`config.mk`:
```
export PLATFORM = sky130hd
export DESIGN_NAME = wr_gather_seq
export DESIGN_NICKNAME = d
export VERILOG_FILES = /design/src/rtl/wr_gather_seq.sv
export SDC_FILE = /design/constraint.sdc
export NUM_CORES = 1
export LEC_CHECK = 0
export BUFFER_PORTS_ARGS = -buffer_cell sky130_fd_sc_hd__buf_4
export CORE_AREA = 10 10 384 386
export CTS_CLUSTER_DIAMETER = 120
export CTS_CLUSTER_SIZE = 20
export DETAILED_ROUTE_END_ITERATION = 8
export DIE_AREA = 0 0 394 396
export PLACE_DENSITY = 0.51
export SYNTH_ARGS = -nofsm -noshare
export SYNTH_HDL_FRONTEND = slang
export SYNTH_SLANG_ARGS = --single-unit
```
`constraint.sdc`:
```
create_clock -name clk -period 18.15 [get_ports clk]
set_input_delay 1.815 -clock clk [delete_from_list [all_inputs] [get_ports clk]]
set_output_delay 1.815 -clock clk [all_outputs]
set_load 0.02 [all_outputs]
```
`src/rtl/wr_gather_seq.sv`:
```
module wr_gather_seq #(
  parameter int AW    = 32,
  parameter int NW    = 128,
  parameter int GROUP = 4,
  localparam int WW   = 2 * NW,
  localparam int BEW  = WW / 8
) (
  input  logic          clk,
  input  logic          rst_n,
  input  logic          cmd_valid,
  output logic          cmd_ready,
  input  logic          cmd_is_wr,
  input  logic [AW-1:0] cmd_addr,
  input  logic          wd_valid,
  output logic          wd_ready,
  input  logic [NW-1:0] wd_data,
  input  logic          mc_ready,
  output logic          mc_read_req,
  output logic          mc_write_req,
  output logic [AW-1:0] mc_addr,
  output logic [WW-1:0] mc_wdata,
  output logic [BEW-1:0] mc_be,
  input  logic          mc_rdata_valid,
  input  logic [WW-1:0] mc_rdata,
  output logic          rd_valid,
  output logic [WW-1:0] rd_data,
  output logic          err_seq
);
  localparam int NB   = NW / 8;
  localparam int WBY  = WW / 8;
  localparam int WB   = GROUP / 2;
  localparam int OFFB = $clog2(GROUP * NB);
  localparam int CW   = $clog2(GROUP);
  localparam int BCW  = (WB > 1) ? $clog2(WB) : 1;

  typedef enum logic [2:0] {S_IDLE, S_DEC, S_RD, S_WDAT, S_DROP, S_WR} st_t;

  st_t           st;
  logic          cw_q;
  logic [AW-1:0] ca_q, base_q;
  logic [CW-1:0] cnt_q;
  logic [BCW-1:0] bq;
  logic [NW-1:0] buf_q [GROUP];
  logic          err_q;

  wire last_word = (cnt_q == CW'(GROUP - 1));
  wire addr_ok   = (cnt_q == '0) ? (ca_q[OFFB-1:0] == '0)
                                 : (ca_q == base_q + AW'(cnt_q) * AW'(NB));

  assign cmd_ready    = (st == S_IDLE);
  assign wd_ready     = (st == S_WDAT) || (st == S_DROP);
  assign mc_read_req  = (st == S_RD);
  assign mc_write_req = (st == S_WR);
  assign mc_addr      = (st == S_WR) ? base_q + AW'(bq) * AW'(WBY) : ca_q;
  assign mc_wdata     = {buf_q[CW'(2 * int'(bq) + 1)], buf_q[CW'(2 * int'(bq))]};
  assign mc_be        = '1;
  assign err_seq      = err_q;

  always_ff @(posedge clk or negedge rst_n) begin
    if (!rst_n) begin
      st     <= S_IDLE;
      cw_q   <= 1'b0;
      ca_q   <= '0;
      base_q <= '0;
      cnt_q  <= '0;
      bq     <= '0;
      err_q  <= 1'b0;
    end else begin
      case (st)
        S_IDLE: if (cmd_valid) begin
          cw_q <= cmd_is_wr;
          ca_q <= cmd_addr;
          st   <= S_DEC;
        end
        S_DEC: begin
          if (!cw_q) begin
            if (cnt_q != '0) begin
              err_q <= 1'b1;
              cnt_q <= '0;
            end
            st <= S_RD;
          end else if (addr_ok) begin
            if (cnt_q == '0) base_q <= ca_q;
            st <= S_WDAT;
          end else begin
            err_q <= 1'b1;
            cnt_q <= '0;
            st    <= S_DROP;
          end
        end
        S_RD: if (mc_ready) st <= S_IDLE;
        S_WDAT: if (wd_valid) begin
          cnt_q <= last_word ? '0 : cnt_q + 1'b1;
          bq    <= '0;
          st    <= last_word ? S_WR : S_IDLE;
        end
        S_DROP: if (wd_valid) st <= S_IDLE;
        S_WR: if (mc_ready) begin
          if (bq == BCW'(WB - 1)) st <= S_IDLE;
          else bq <= bq + 1'b1;
        end
        default: st <= S_IDLE;
      endcase
    end
  end

  always_ff @(posedge clk) begin
    if (st == S_WDAT && wd_valid) buf_q[cnt_q] <= wd_data;
  end

  always_ff @(posedge clk or negedge rst_n) begin
    if (!rst_n) rd_valid <= 1'b0;
    else        rd_valid <= mc_rdata_valid;
  end

  always_ff @(posedge clk) rd_data <= mc_rdata;

  p_idle_quiet_r1: assert property (@(posedge clk) disable iff (!rst_n)
    cmd_ready |-> !(mc_read_req || mc_write_req));

  p_read_hold_r2: assert property (@(posedge clk) disable iff (!rst_n)
    (mc_read_req && !mc_ready) |=> (mc_read_req && $stable(mc_addr)));

  p_no_early_write_r3: assert property (@(posedge clk) disable iff (!rst_n)
    (wd_ready && wd_valid && st == S_WDAT && !last_word) |=> !mc_write_req);

  p_beat_follows_r4: assert property (@(posedge clk) disable iff (!rst_n)
    (mc_write_req && mc_ready && bq == '0) |=>
      (mc_write_req && mc_addr == $past(mc_addr) + AW'(WBY)));

  p_beat_hold_r5: assert property (@(posedge clk) disable iff (!rst_n)
    (mc_write_req && !mc_ready) |=>
      (mc_write_req && $stable(mc_addr) && $stable(mc_wdata)));

  p_group_aligned_r6: assert property (@(posedge clk) disable iff (!rst_n)
    (mc_write_req && bq == '0) |-> (mc_addr[OFFB-1:0] == '0));

  p_err_sticky_r8: assert property (@(posedge clk) disable iff (!rst_n)
    err_seq |=> err_seq);

  p_rdata_order_r10: assert property (@(posedge clk) disable iff (!rst_n)
    mc_rdata_valid |=> (rd_valid && rd_data == $past(mc_rdata)));
endmodule

```
Word level (Yosys, flattened, before mapping)

Memories as Yosys holds them, arrays and structs flattened.
Index checks and enable logic that the tools add are counted.

Register bits: 329
RAM bits: 512
Input port bits: 423
Output and inout bits: 582
Logic and storage cells: 73
Memories: 1

Memory list:

| memory | depth | width | read ports | clocked after Yosys merged registers in | write ports | RTL line | source |
|---|---|---|---|---|---|---|---|
| buf_q  | 4     | 128   | 2          | 0                                       | 1           | 43       | `logic [NW-1:0] buf_q [GROUP];` |

Add/subtract/negate cells: 5
Equal/unequal tests: 16
Multiplexer cells: 27
Reductions and logical operators: 15

Operators by type and width:

| operator              | number |
|---|---|
| $add A32 B6 Y32       | 2 |
| $eq A32 B32 Y1        | 1 |
| $mux W32              | 1 |
| $mux W3               | 9 |
| $pmux W3 S6           | 1 |
| $ne A2 B2 Y1 const B  | 6 |
| $mux W2               | 5 |
| $mux W1               | 9 |
| $reduce_and A4 Y1     | 2 |
| $reduce_bool A2 Y1    | 4 |
| $eq A3 B2 Y1 const B  | 2 |
| $eq A3 B3 Y1 const B  | 2 |
| $logic_not A6 Y1      | 1 |
| $ne A3 B3 Y1 const B  | 2 |
| $reduce_and A3 Y1     | 2 |
| $reduce_and A6 Y1     | 1 |
| $add A2 B1 Y2 const B | 2 |
| $pmux W2 S2           | 1 |
| $eq A3 B1 Y1 const B  | 1 |
| $logic_not A3 Y1      | 1 |
| $eq A2 B2 Y1 const B  | 1 |
| $logic_not A2 Y1      | 1 |
| $ne A2 B1 Y1 const B  | 1 |
| $pmux W1 S2           | 1 |
| 4 further kinds       | 4 |

Logic depth before layout (Yosys ltp)

Depth in word-level cells: 6
Mapped depth: 11
Gate-level depth less buffers: 10

Worst setup path after synthesis

Ideal clock, no wire load.

Kind: in2reg
Start point: in wd_valid
End point: mem buf_q[0][0] (enable)
Setup time: 617 ps
Data arrival time: 7312 ps
Required time: 17533 ps
Setup slack: 10221 ps
Cell stages on the path: 2
Path buffers: 0
Path through: nand3_1 nor2_1

Word-level cells in the longest chain between the ends: 3

Ends and longest elaborated chain:

| item                          | RTL line | source |
|---|---|---|
| start, declared               | 14       | `input logic wd_valid,` |
| $logic_and A1 B1 Y1           | 108      | `if (st == S_WDAT && wd_valid) buf_q[cnt_q] <= wd_data;` |
| $mux W1                       | 108      |  |
| $mux W1 (not written as such) | 108      |  |
| end, declared                 | 43       |  |

No other way between the ends.

Final worst setup path

Start point: reg bq
End point: out mc_wdata[163]

Word-level cells in the longest chain between the ends: 2

Ends and longest elaborated chain:

| item                   | RTL line | source |
|---|---|---|
| start, declared        | 42       | `logic [BCW-1:0] bq;` |
| start signal, assigned | 100      | `else bq <= bq + 1'b1;` |
| $add A2 B1 Y2          | 55       | `assign mc_wdata = {buf_q[CW'(2 * int'(bq) + 1)], buf_q[CW'(2 * int'(bq))]};` |
| $mem_v2 Z4 W128        | -        |  |
| end, declared          | 21       | `output logic [WW-1:0] mc_wdata,` |

No other way between the ends.

==> impl_metrics.ini <==
[outcome]
status = complete, no violations

[place]
hpwl_um = 103000
port_buffers = 972
gp_congestion = 0.867

[floorplanning]
die_area_um2 = 156000
io_pins = 1005
core_area_um2 = 139000
die_w_um = 394
dieHeight_um = 396
row_count = 137
start_util_pct = 20.5

[logic_synthesis]
syn_inst = 1583
ys_ff_latch = 841
synth.avg_cell_area_um2 = 18.0
synth_compound_area_share_pct = 1.28
ys.flop_type = edfxtp_1
ys_seq_area_share_pct = 78.2
synth_xor_area_share_pct = 2.09
synth_adder_area_share_pct = 0.421
ys_types = 55
synthArstFlopShare_pct = 8.68
yosys_warnings = 0
synth_area_um2 = 28600
synth_edf_count = 512
synth_top_family_by_area = multiplexers
yosys.area_share.simple_pct = 3.27
synth_mux_area_share_pct = 12.5

[power]
leakage_nw = 15.4
ir_drop_mv = 0.0879
p_total_mw = 5.06
p_per_area_nw_per_um2 = 128

[global_routing]
grt.total_usage_pct = 15.5
antenna_found_initial = 49
grt_pass1_wl_um = 167000
grt_pass1_vias = 18415
grt-ovfl-total = 0
grt_max_degree = 85

[clock_network]
htree_levels = 2
numCtsBuffers = 51
postCtsResizedCells = 0
cts.sinks = 841
hold_buffers = 0
cts.clk_slew.worst_paths_ns = 0.09
cts.path.max_buffers = 3
cts_tree = yes
clock_latency_ns = 0.69
cts_root_buf = clkbuf_16
cts_setup_buffers = 0

[drt]
avgRoutedWirePerCell_um = 28.3
drtIter0Drc = 941
drc = 0
drtPass1Iterations = 4
num_vias = 17464
ant_nets = 0
totalWireLength_um = 127000
routed_via_density = 3.89

[worst_setup_path]
r2r-start = cnt_q[0]
criticalPathCategory = reg -> out
required_ns = 16.33
reg2reg_depth = 11
cp.arrival_ns = 4.28
r2r_end = base_q[29]
endpoint_kind = output port
rrSetupSlack_ns = 14.34
cp_max_fo = 84
worstSetupStartpointType = flip-flop

[hold_path]
min-delay-start = base_q[1]
hp-class = reg -> reg
holdPathStages = 1
hold_end = base_q[1]

[sta]
report.final.hold_viol_count = 0
fin_crit_sh_pct = 33.6
setup_viol = 0
tightest_slew_ns = 1.10
fmax_mhz = 164
finalHoldWorstSlack_ns = 0.546
finClkSkew_ns = 0.0724
setup_tns_ns = 0
rsz0062_at_grt = no
period_needed_ns = 6.10
drv_slew = 0
relSlewSlack_pct = 26.9

[layout]
drive_gt1_share_pct = 53.2
final_nets = 2994
syn2layout_area_growth_pct = 38.3
fin_util_pct = 28.4

[job]
drv_cap = 0
[synth_stat cells (2+ instances only)]
| master | number | area [µm²] |
|---|---|---|
| xnor2_1 | 33 | 289 |
| nand4b_1 | 3 | 26.3 |
| a21oi_1 | 5 | 25.0 |
| dfrtp_1 | 73 | 1830 |
| a31oi_1 | 4 | 25.0 |
| a221o_1 | 2 | 20.0 |
| nor4_1 | 7 | 43.8 |
| nor4_2 | 2 | 25.0 |
| nand2_1 | 80 | 300 |
| buf_6 | 4 | 45.0 |
| xor2_1 | 35 | 307 |
| dfxtp_1 | 256 | 5120 |
| edfxtp_1 | 512 | 15400 |
| nor2b_1 | 4 | 25.0 |
| inv_1 | 6 | 22.5 |
| mux2_2 | 314 | 3540 |
| ha_1 | 8 | 100 |
| and3_1 | 4 | 25.0 |
| nand3_1 | 16 | 80.1 |
| nand2b_1 | 2 | 12.5 |
| nor3_1 | 13 | 65.1 |
| o21ai_0 | 33 | 165 |
| o2111ai_1 | 2 | 17.5 |
| a22o_1 | 2 | 17.5 |
| buf_4 | 36 | 270 |
| clkbuf_8 | 9 | 124 |
| nand4_1 | 14 | 87.6 |
| nor2_1 | 22 | 82.6 |
| o311ai_0 | 2 | 17.5 |
| and2_1 | 11 | 68.8 |
| mux2i_1 | 3 | 30.0 |
| clkbuf_1 | 38 | 143 |
| buf_1 | 6 | 22.5 |
[sequential cells by signal, summed over array words and instances (netlist names), 2 cells and up]
signal and flops:
rd_data 256, base_q 32, buf_q 512, ca_q 32, st 3, cnt_q 2
[area by class of cell]
type | instances | area (µm²)
Antenna cell | 17 | 42.5
Clock buffer | 83 | 1430
Clock inverter | 10 | 181
Fill cell | 14360 | 99700
Inverter | 6 | 22.5
Multi-Input combinational cell | 673 | 5730
Sequential cell | 841 | 22300
Tap cell | 1876 | 2350
Timing Repair Buffer | 989 | 7420
[worst max path at each step]
stage	start	endpoint	slack, ns	depth (start not counted)
after CTS	bq	mc_wdata[163]	11.95	5
after global routing	bq	mc_wdata[202]	11.80	5
final	bq	mc_wdata[163]	12.05	5
after detailed placement	bq	mc_wdata[163]	12.68	5
after global placement	bq	mc_wdata[163]	12.72	5
after floorplan	wd_valid	buf_q[0][0]	10.22	2
[where the power goes]
group	total [mW]	switching, mW	leakage, nW	internal (mW)
clock network	1.25	0.677	0.764	0.570
registers	2.28	0.141	7.69	2.14
logic	1.53	0.848	6.91	0.686
[critical path: stages, from the launching register on]
cell	delay (ns)
dfrtp_4	0.71
buf_4	0.54
buf_4	0.67
buf_4	0.90
mux2_2	0.44
buf_4	0.16
[metrics by stage]
| step | std cells | instance area [µm²] | setup WS [ns] |
|---|---|---|---|
| CTS | 4478 | 39500 | 11.95 |
| global placement | 4385 | 37900 | 12.72 |
| global route | 4489 | 39500 | 11.80 |
| detailed placement | 4385 | 37900 | 12.68 |
| finish | 4495 | 39500 | 12.05 |
| floorplan | 1614 | 28700 | 10.22 |
[cell usage in the layout, fill, tap and decap left out, types with 8 or more instances in the layout]
cell | netlist | layout
dfxtp_1 | 256 | 256
nand3_1 | 16 | 16
nor3_1 | 13 | 13
o21ai_0 | 33 | 33
clkbuf_1 | 38 | 30
xor2_1 | 35 | 35
nor2_1 | 22 | 21
nand2_1 | 80 | 80
dfrtp_1 | 73 | 72
mux2_2 | 314 | 314
edfxtp_1 | 512 | 512
and2_1 | 11 | 8
buf_4 | 36 | 989
xnor2_1 | 33 | 33
ha_1 | 8 | 8
clkbuf_16 | 0 | 52
nand4_1 | 14 | 14
diode_2 | 0 | 17
conb_1 | 1 | 32
[kinds of logic after synthesis]
kind of cell	after synthesis
fa+ha+maj	9
buf+inv	100
other cells	1
compound gates	59
mux	318
xor+xnor	68
simple gates	187
flops	841
[per-layer routing]
metal  global-route usage, %  wire length [µm]
met5                       0               260
met1                    14.7             42000
met3                    6.85             12100
met2                    28.3             66300
met4                    7.26              6490
No activity file was read; power rests on OpenSTA's default activity.
